==> src/rtl/i2c_tgt_pkg.sv <==
package i2c_tgt_pkg;

    localparam int DATA_BITS = 8;
    localparam int CNT_W     = $clog2(DATA_BITS + 2);
    localparam logic [4:0] TEN_BIT_TAG = 5'b11110;

    typedef enum logic [2:0] {
        ST_IDLE,
        ST_ADDR1,
        ST_ADDR2,
        ST_RX,
        ST_TX
    } tgt_st_e;

    typedef struct packed {
        tgt_st_e              st;
        tgt_st_e              nx;
        logic [CNT_W-1:0]     cnt;
        logic [DATA_BITS-1:0] sh;
        logic                 drv;
        logic                 sel;
        logic                 rd;
        logic                 gc;
        logic                 hi_ok;
        logic                 nack;
        logic [DATA_BITS-1:0] rx;
        logic                 rxv;
    } tgt_reg_t;

endpackage

==> src/rtl/i2c_tgt_sync.sv <==
module i2c_tgt_sync #(
    parameter int STAGES = 2
) (
    input  logic clk,
    input  logic rst_n,
    input  logic scl_i,
    input  logic sda_i,
    output logic sda_s_o,
    output logic rise_o,
    output logic fall_o,
    output logic start_o,
    output logic stop_o
);
    localparam int CHAIN = (STAGES < 2) ? 2 : STAGES;

    logic [CHAIN-1:0] scl_ff_d, scl_ff_q, sda_ff_d, sda_ff_q;
    logic             scl_p_d, scl_p_q, sda_p_d, sda_p_q;
    logic             scl_s, sda_s;

    assign scl_s = scl_ff_q[CHAIN-1];
    assign sda_s = sda_ff_q[CHAIN-1];

    always_comb begin
        scl_ff_d = {scl_ff_q[CHAIN-2:0], scl_i};
        sda_ff_d = {sda_ff_q[CHAIN-2:0], sda_i};
        scl_p_d  = scl_s;
        sda_p_d  = sda_s;
    end

    always_ff @(posedge clk or negedge rst_n) begin
        if (!rst_n) begin
            scl_ff_q <= '1;
            sda_ff_q <= '1;
            scl_p_q  <= 1'b1;
            sda_p_q  <= 1'b1;
        end else begin
            scl_ff_q <= scl_ff_d;
            sda_ff_q <= sda_ff_d;
            scl_p_q  <= scl_p_d;
            sda_p_q  <= sda_p_d;
        end
    end

    assign sda_s_o = sda_s;
    assign rise_o  = scl_s & ~scl_p_q;
    assign fall_o  = ~scl_s & scl_p_q;
    assign start_o = scl_s & scl_p_q & sda_p_q & ~sda_s;
    assign stop_o  = scl_s & scl_p_q & ~sda_p_q & sda_s;

endmodule

==> src/rtl/i2c_tgt_match.sv <==
module i2c_tgt_match
    import i2c_tgt_pkg::*;
#(
    parameter bit GCALL_EN = 1'b1
) (
    input  logic [DATA_BITS-1:0] byte_i,
    input  logic [9:0]           own_i,
    output logic                 hit7_o,
    output logic                 gc_o,
    output logic                 pfx_o,
    output logic                 lo_o
);
    assign hit7_o = (byte_i[7:1] == own_i[6:0]);
    assign pfx_o  = (byte_i[7:3] == TEN_BIT_TAG) && (byte_i[2:1] == own_i[9:8]);
    assign lo_o   = (byte_i == own_i[7:0]);

    generate
        if (GCALL_EN) begin : g_gcall
            assign gc_o = (byte_i == '0);
        end else begin : g_no_gcall
            assign gc_o = 1'b0;
        end
    endgenerate

endmodule

==> src/rtl/i2c_tgt_addr_dec.sv <==
module i2c_tgt_addr_dec
    import i2c_tgt_pkg::*;
#(
    parameter int SYNC_STAGES = 2,
    parameter bit GCALL_EN    = 1'b1
) (
    input  logic                 clk,
    input  logic                 rst_n,
    input  logic                 scl_i,
    input  logic                 sda_i,
    input  logic                 mode10_i,
    input  logic [9:0]           own_addr_i,
    input  logic [DATA_BITS-1:0] tx_byte_i,
    output logic                 sda_pull_o,
    output logic [DATA_BITS-1:0] rx_data_o,
    output logic                 rx_valid_o,
    output logic                 selected_o,
    output logic                 dir_read_o,
    output logic                 gcall_o
);
    localparam logic [CNT_W-1:0] LAST_CNT = CNT_W'(DATA_BITS);
    localparam logic [CNT_W-1:0] ACK_CNT  = CNT_W'(DATA_BITS + 1);
    localparam tgt_reg_t REG_RST = '{
        st: ST_IDLE, nx: ST_IDLE, cnt: '0, sh: '0, drv: 1'b0, sel: 1'b0,
        rd: 1'b0, gc: 1'b0, hi_ok: 1'b0, nack: 1'b0, rx: '0, rxv: 1'b0
    };

    logic sda_s, scl_rise, scl_fall, bus_start, bus_stop;
    logic hit7, gc_hit, pfx_hit, lo_hit;
    tgt_reg_t r_d, r_q;

    i2c_tgt_sync #(.STAGES(SYNC_STAGES)) u_sync (
        .clk     (clk),
        .rst_n   (rst_n),
        .scl_i   (scl_i),
        .sda_i   (sda_i),
        .sda_s_o (sda_s),
        .rise_o  (scl_rise),
        .fall_o  (scl_fall),
        .start_o (bus_start),
        .stop_o  (bus_stop)
    );

    i2c_tgt_match #(.GCALL_EN(GCALL_EN)) u_match (
        .byte_i (r_q.sh),
        .own_i  (own_addr_i),
        .hit7_o (hit7),
        .gc_o   (gc_hit),
        .pfx_o  (pfx_hit),
        .lo_o   (lo_hit)
    );

    always_comb begin
        r_d     = r_q;
        r_d.rxv = 1'b0;
        if (bus_stop) begin
            r_d.st    = ST_IDLE;
            r_d.cnt   = '0;
            r_d.drv   = 1'b0;
            r_d.sel   = 1'b0;
            r_d.rd    = 1'b0;
            r_d.gc    = 1'b0;
            r_d.hi_ok = 1'b0;
        end else if (bus_start) begin
            r_d.st  = ST_ADDR1;
            r_d.cnt = '0;
            r_d.drv = 1'b0;
            r_d.sel = 1'b0;
            r_d.rd  = 1'b0;
            r_d.gc  = 1'b0;
        end else if (r_q.st != ST_IDLE) begin
            if (scl_rise) begin
                if (r_q.cnt < LAST_CNT) begin
                    r_d.cnt = r_q.cnt + 1'b1;
                    if (r_q.st == ST_TX) r_d.sh = {r_q.sh[DATA_BITS-2:0], 1'b1};
                    else                 r_d.sh = {r_q.sh[DATA_BITS-2:0], sda_s};
                end else if (r_q.cnt == ACK_CNT && r_q.st == ST_TX) begin
                    r_d.nack = sda_s;
                end
            end else if (scl_fall) begin
                if (r_q.cnt < LAST_CNT) begin
                    if (r_q.st == ST_TX) r_d.drv = ~r_q.sh[DATA_BITS-1];
                end else if (r_q.cnt == LAST_CNT) begin
                    r_d.cnt = ACK_CNT;
                    r_d.drv = 1'b0;
                    r_d.nx  = ST_IDLE;
                    unique case (r_q.st)
                        ST_ADDR1: begin
                            if (gc_hit) begin
                                r_d.drv = 1'b1; r_d.sel = 1'b1; r_d.gc = 1'b1;
                                r_d.rd  = 1'b0; r_d.nx  = ST_RX;
                            end else if (!mode10_i && hit7) begin
                                r_d.drv = 1'b1; r_d.sel = 1'b1; r_d.rd = r_q.sh[0];
                                r_d.nx  = r_q.sh[0] ? ST_TX : ST_RX;
                            end else if (mode10_i && pfx_hit && !r_q.sh[0]) begin
                                r_d.drv = 1'b1; r_d.nx = ST_ADDR2;
                            end else if (mode10_i && pfx_hit && r_q.hi_ok) begin
                                r_d.drv = 1'b1; r_d.sel = 1'b1; r_d.rd = 1'b1;
                                r_d.nx  = ST_TX;
                            end
                        end
                        ST_ADDR2: begin
                            if (lo_hit) begin
                                r_d.drv = 1'b1; r_d.sel = 1'b1; r_d.hi_ok = 1'b1;
                                r_d.nx  = ST_RX;
                            end else begin
                                r_d.hi_ok = 1'b0;
                            end
                        end
                        ST_RX: begin
                            r_d.drv = 1'b1; r_d.nx = ST_RX;
                            r_d.rx  = r_q.sh; r_d.rxv = 1'b1;
                        end
                        ST_TX: begin
                            r_d.nx = ST_TX;
                        end
                        default: ;
                    endcase
                    if (r_d.nx == ST_IDLE) begin
                        r_d.st  = ST_IDLE;
                        r_d.cnt = '0;
                    end
                end else begin
                    r_d.cnt = '0;
                    r_d.drv = 1'b0;
                    if (r_q.st == ST_TX && r_q.nack) begin
                        r_d.st = ST_IDLE;
                    end else begin
                        r_d.st = r_q.nx;
                        if (r_q.nx == ST_TX) begin
                            r_d.sh   = tx_byte_i;
                            r_d.drv  = ~tx_byte_i[DATA_BITS-1];
                            r_d.nack = 1'b0;
                        end
                    end
                end
            end
        end
    end

    always_ff @(posedge clk or negedge rst_n) begin
        if (!rst_n) r_q <= REG_RST;
        else        r_q <= r_d;
    end

    assign sda_pull_o = r_q.drv;
    assign rx_data_o  = r_q.rx;
    assign rx_valid_o = r_q.rxv;
    assign selected_o = r_q.sel;
    assign dir_read_o = r_q.rd;
    assign gcall_o    = r_q.gc;


    pull_change_chk: assert property (@(posedge clk) disable iff (!rst_n)
        !$stable(r_q.drv) |-> ($past(scl_fall) || ($past(bus_start || bus_stop) && !r_q.drv)));


    stop_release_chk: assert property (@(posedge clk) disable iff (!rst_n)
        $past(bus_stop) |-> (!selected_o && !sda_pull_o));


    rxv_pulse_chk: assert property (@(posedge clk) disable iff (!rst_n)
        rx_valid_o |=> !rx_valid_o);


    rxv_needs_sel_chk: assert property (@(posedge clk) disable iff (!rst_n)
        rx_valid_o |-> (selected_o && !dir_read_o));


    gcall_write_chk: assert property (@(posedge clk) disable iff (!rst_n)
        gcall_o |-> (selected_o && !dir_read_o));


    start_clears_chk: assert property (@(posedge clk) disable iff (!rst_n)
        $past(bus_start) |-> (!selected_o && !sda_pull_o));

endmodule

==> config.mk <==
export PLATFORM = sky130hd
export DESIGN_NAME = i2c_tgt_addr_dec
export DESIGN_NICKNAME = d
export VERILOG_FILES = /design/src/rtl/i2c_tgt_pkg.sv /design/src/rtl/i2c_tgt_sync.sv /design/src/rtl/i2c_tgt_match.sv /design/src/rtl/i2c_tgt_addr_dec.sv
export SDC_FILE = /design/constraint.sdc
export NUM_CORES = 1
export LEC_CHECK = 0
export CORE_ASPECT_RATIO = 0.8
export CORE_UTILIZATION = 47
export CTS_CLUSTER_SIZE = 8
export DETAILED_ROUTE_END_ITERATION = 10
export PLACE_DENSITY = 0.79
export RECOVER_POWER = 25
export SLEW_MARGIN = 20
export SYNTH_ARGS = -nofsm -noshare
export SYNTH_HDL_FRONTEND = slang
export SYNTH_SLANG_ARGS = --single-unit
==> constraint.sdc <==
create_clock -name clk -period 3.43 [get_ports clk]
set_input_delay 0.5145 -clock clk [delete_from_list [all_inputs] [get_ports clk]]
set_output_delay 0.5145 -clock clk [all_outputs]
set_load 0.1 [all_outputs]
* Word-level counts from Yosys, hierarchy flattened
Index checks and enable logic that the tools add are counted.
Word-level totals: flip-flop bits (word level) 39, input bits 23, output and inout port bits 13, logic and storage cells 202
Cells by class: add/subtract/negate cells 1, order comparisons 1, equality and inequality tests 31, muxes and demuxes 99, bitwise logic cells 17, reduce and logical (&&, ||, !) cells 37
Operator list (number):
- $mux 3 | 40
- $mux 9 | 12
- $mux 33 | 2
- $reduce_and 9->1 | 3
- $mux 12 | 2
- $mux 2 | 12
- $mux 4 | 6
- $reduce_and 7->1 | 3
- $mux 18 | 1
- $reduce_bool 3->1 | 6
- $reduce_and 8->1 | 2
- $mux 1 | 15
- $mux 14 | 1
- $ne 6x6->1 const B | 2
- $pmux 3 s4 | 1
- $reduce_bool 2->1 | 6
- $mux 11 | 1
- $mux 5 | 2
- $ne 5x5->1 const B | 2
- $not 1->1 | 10
- $eq 4x4->1 const B | 2
- $eq 8x8->1 | 1
- $logic_not 8->1 | 1
- $mux 8 | 1
- other kinds (27) | 52

* Depth between registers and ports, before layout
depth in word-level cells 35, depth in mapped cells 9, gate-level depth less buffers 8

* Hierarchy
A second synthesis with hierarchy kept.
Second synthesis, totals: cells, all modules 240, area, all modules 2443.6 um^2
Modules (own cells, without submodules):
- i2c_tgt_addr_dec | instances 1, cells each 203, area each 2044.5 um^2, sequential area each 825.8 um^2
- i2c_tgt_match | instances 1, cells each 27, area each 209.0 um^2, sequential area each 0.0 um^2
- i2c_tgt_sync | instances 1, cells each 10, area each 190.2 um^2, sequential area each 157.7 um^2

* Worst setup path before layout
Ideal clock, no wire load.
kind flip-flop to flip-flop, start point register u_sync.scl_p_q, end point register r_q[10] (netlist bit), setup time 125 ps, arrival 1972 ps, required time 3305 ps, path slack 1333 ps, stages on the path, launching flop included 9, buffers on the path 1, clock period less this slack 2097 ps, cells stage by stage dfstp_2 inv_1 ha_1 buf_2 and2b_1 nand2_4 a2111oi_4 o22ai_1 mux2_4
On the way: cells in the longest elaborated chain, start to end 5, elaborated cells between the ends (all ways) 17, classes of those cells eq/ne: 3; mux: 1; bitwise: 8; reduce/logical: 5
RTL lines:
- start, declared | line i2c_tgt_sync.sv:17 | logic scl_p_d, scl_p_q, sda_p_d, sda_p_q;
- start signal, assigned | line i2c_tgt_sync.sv:39 | scl_p_q <= scl_p_d;
- $and 1x1->1 | line i2c_tgt_sync.sv:47, i2c_tgt_sync.sv:48
- $and 1x1->1 (on tied branches) (2 in series) | line i2c_tgt_sync.sv:48, i2c_tgt_sync.sv:47
- $ne 2x2->1 (no source line), or another cell as far along
- $reduce_and 7->1 (no source line)
- end signal, assigned | line i2c_tgt_addr_dec.sv:143 | else r_q <= r_d;
- end, declared | line i2c_tgt_addr_dec.sv:30 | tgt_reg_t r_d, r_q;
Parallel ways exist; a longest one is shown, timed or not. A chain may end at the register's enable or synchronous reset.

* Worst setup path after layout
start point register u_sync.scl_p_q, end point register r_q[30] (netlist bit)
On the way: cells in the longest elaborated chain, start to end 5, elaborated cells between the ends (all ways) 16, classes of those cells eq/ne: 3; mux: 2; bitwise: 8; reduce/logical: 3
RTL lines (line):
- $and 1x1->1 | i2c_tgt_sync.sv:47, i2c_tgt_sync.sv:48
- $and 1x1->1 (on tied branches) (2 in series) | i2c_tgt_sync.sv:47, i2c_tgt_sync.sv:48
- $ne 4x3->1 (no source line), or another cell as far along
- $reduce_and 5->1 (no source line) or $mux 3 (tied branches)
Parallel ways exist; a longest one is shown, timed or not.

==> results.cfg <==
[status]
status = complete, but fails checks
violations = max-capacitance violations, max-slew violations

[floorplan]
die_height_um = 67.3
pin_count = 36
die_area_um2 = 5620
rows = 23
coreArea_um2 = 5060
die_w_um = 83.6
initial_core_util_pct = 49.4

[worst_setup_path]
start_kind = register
cp-end-kind = register
required_ps = 3610
arrival_ps = 2800
worst-setup-path-type = register to register
crit_fanout = 18
r2r_slack_ps = 820

[timing]
period_share_pct = 76.2
fmax_mhz = 383
tightest_slew_ps = 2020
drv_slew = 40
min_period_ps = 2610
fin_skew_ps = 7.50
relSlewSlack_pct = -34.7
setup-tns-final_ps = 0
setup_violations = 0
hold_viol_final = 0
rsz0062_at_grt = false

[clock_tree]
cts_sinks = 39
cts_tree = built
ctsHoldBuffers = 0
cts_resized = 0
clk_latency_ps = 290
postCtsSetupBuffers = 0
clk_path_buf_depth = 2
cts.clk_slew.worst_paths_ps = 80
cts_inserted_buffers = 5
cts_root_buffer = clkbuf_8
htreeDepth = 2

[run]
max_cap_viol_count = 1

[synthesis]
synth_warnings = 0
yosys.area.top_type = dfrtp_1
synth_seq_area_share_pct = 39.3
synth_seq_cells = 39
syn_area_um2 = 2500
syn_inst = 262
async_flop_share_pct = 100
avgSynthCellArea_um2 = 9.55
synthTopCellsByArea = dfrtp_1 (33%), dfstp_2 (6.3%), nand2_1 (3.9%), mux2_4 (3.6%), xor2_1 (3.5%)
syn-num-nets = 291
yosysUniqueCellTypes = 58
netlist.area_leader.share_pct = 33.0
synthFlopType = dfrtp_1
synth_enable_flop_cells = 0

[routing]
drt_pre_antenna_iters = 5
post_drt_wl_per_cell_um = 16.4
drc_errors = 0
via_count = 1971
drt-vias-per-instance = 5.78
drtAntennaViolNets = 0
first_iter_violations = 254
drt_wl_total_mm = 5.60

[global_route]
antenna_found_initial = 0
grt_max_degree = 40
grt_pass1_wl_mm = 9.47
grt_pass1_vias = 1889
grt_overflow = 0
grt_usage_pct = 21.8

[finish]
fin_area_um2 = 2890
multi_input_area_um2 = 1330
final_common_cell = dfrtp_1
num-fill-cells = 451
area_growth_syn_to_layout_pct = 15.4
drive_gt1_share_pct = 10.4
instances_no_fill = 341
fin_nets = 307
seq_area_um2 = 983
most-common-layout-cells = dfrtp_1 (33), clkdlybuf4s50_1 (32), nand2_1 (26), nor2_1 (19), o21ai_1 (14)
antenna_cells = 0

[placement]
placed_area_um2 = 2750
dp_hpwl_mm = 4.18
dp_cells = 333
port_buffers = 35
place_congestion = 0.985

[power]
leakagePower_nw = 1.17
powerDensity_nw_per_um2 = 545
vdd_drop_max_mv = 0.420

[hold_path]
hp-class = register to register
==> critical path: stages (launching register included) <==
cell,delay (ps)
dfstp_2,550
inv_1,50
ha_1,410
and2b_1,400
nand2_1,140
nor3_1,480
a22oi_1,160
o22a_1,220
o311ai_1,90
==> cell families (layout without fill, tap and decap cells) <==
family / Yosys count / after routing / share of synthesized area [%]
muxes: 11 / 11 / 5.80
buffers and inverters: 32 / 49 / 7.75
adders and majority gates: 6 / 6 / 3.00
DFF: 39 / 39 / 39.3
AOI/OAI and AO/OA: 58 / 58 / 16.4
xor gates and xnor gates: 19 / 19 / 6.65
and+or+nand+nor: 97 / 97 / 21.2
==> power by group <==
part / internal [mW] / switching [mW] / total [mW] / leakage, nW
Clock: 0.290 / 0.164 / 0.454 / 0.0644
Sequential: 0.538 / 0.182 / 0.720 / 0.493
Combinational: 0.183 / 0.220 / 0.403 / 0.615
==> final timing paths <==
| path | startpoint | endpoint | depth (start not counted) |
|---|---|---|---|
| setup reg to reg | u_sync.scl_p_q | r_q[30] | 8 |
| setup / recovery | u_sync.scl_p_q | r_q[30] | 8 |
| max in group asynchronous | rst_n | r_q[18] | 1 |
| min in group asynchronous | rst_n | r_q[24] | 1 |
| hold / removal | u_sync.sda_ff_q[0] | u_sync.sda_ff_q[1] | 0 |
| hold reg to reg | u_sync.sda_ff_q[0] | u_sync.sda_ff_q[1] | 0 |
==> through the flow <==
stage	utilization (%)	total power, mW	hold WS, ps	setup WS (ps)
after floorplan	-	1.03	219	1330
after global placement	54.4	1.11	346	980
after detailed placement	54.4	1.13	349	937
after CTS	57.1	1.59	355	901
after global routing	57.0	1.67	375	657
final	57.0	1.58	364	816
==> layout make-up <==
class / count / area share, %
sequential: 39 / 34.0
multi-input combinational: 191 / 45.9
clock buffer: 5 / 2.38
tap: 62 / 2.69
clock inverter: 3 / 2.34
inverter: 6 / 0.780
timing repair buffer: 35 / 11.9
==> metal layers <==
layer  share of wire (%)  vias to the layer above  wire, um  global-route usage (%)
met3                 7.4                        8       416                    4.40
met2                  44                       91      2460                    33.5
li1                    -                      956         -                       -
met4                0.96                        0        54                    6.99
met1                  48                      916      2670                    31.3
met5                   0                        -         0                       0
==> synth_stat cells, types with 2 or more instances <==
| cell | number |
|---|---|
| nor3_1 | 10 |
| clkbuf_1 | 2 |
| nor3b_1 | 2 |
| and2_1 | 3 |
| a211oi_1 | 2 |
| nand2_1 | 26 |
| o21ai_1 | 14 |
| buf_6 | 3 |
| nor2_1 | 19 |
| dfstp_2 | 6 |
| nor2b_1 | 4 |
| nand3_1 | 6 |
| a22oi_1 | 9 |
| mux2_4 | 6 |
| o2111ai_1 | 2 |
| xnor2_1 | 9 |
| nand2b_1 | 4 |
| xor2_1 | 10 |
| a21oi_1 | 9 |
| buf_4 | 10 |
| inv_1 | 6 |
| buf_2 | 11 |
| nand4_1 | 4 |
| o21a_1 | 2 |
| nor4_2 | 3 |
| dfrtp_1 | 33 |
| ha_1 | 6 |
| nand2_2 | 2 |
| o21ai_0 | 4 |
| a22o_1 | 2 |
| nor4_1 | 3 |
| mux2_1 | 4 |
==> registers in the layout (all words and copies together), names as in the netlist <==
register and flops:
r_q 20, rx_data_o 8, u_sync.scl_ff_q 2, u_sync.sda_ff_q 2, dir_read_o 1, gcall_o 1
rx_valid_o 1, sda_pull_o 1, selected_o 1, u_sync.scl_p_q 1, u_sync.sda_p_q 1
No activity file was read; power rests on OpenSTA's default activity.
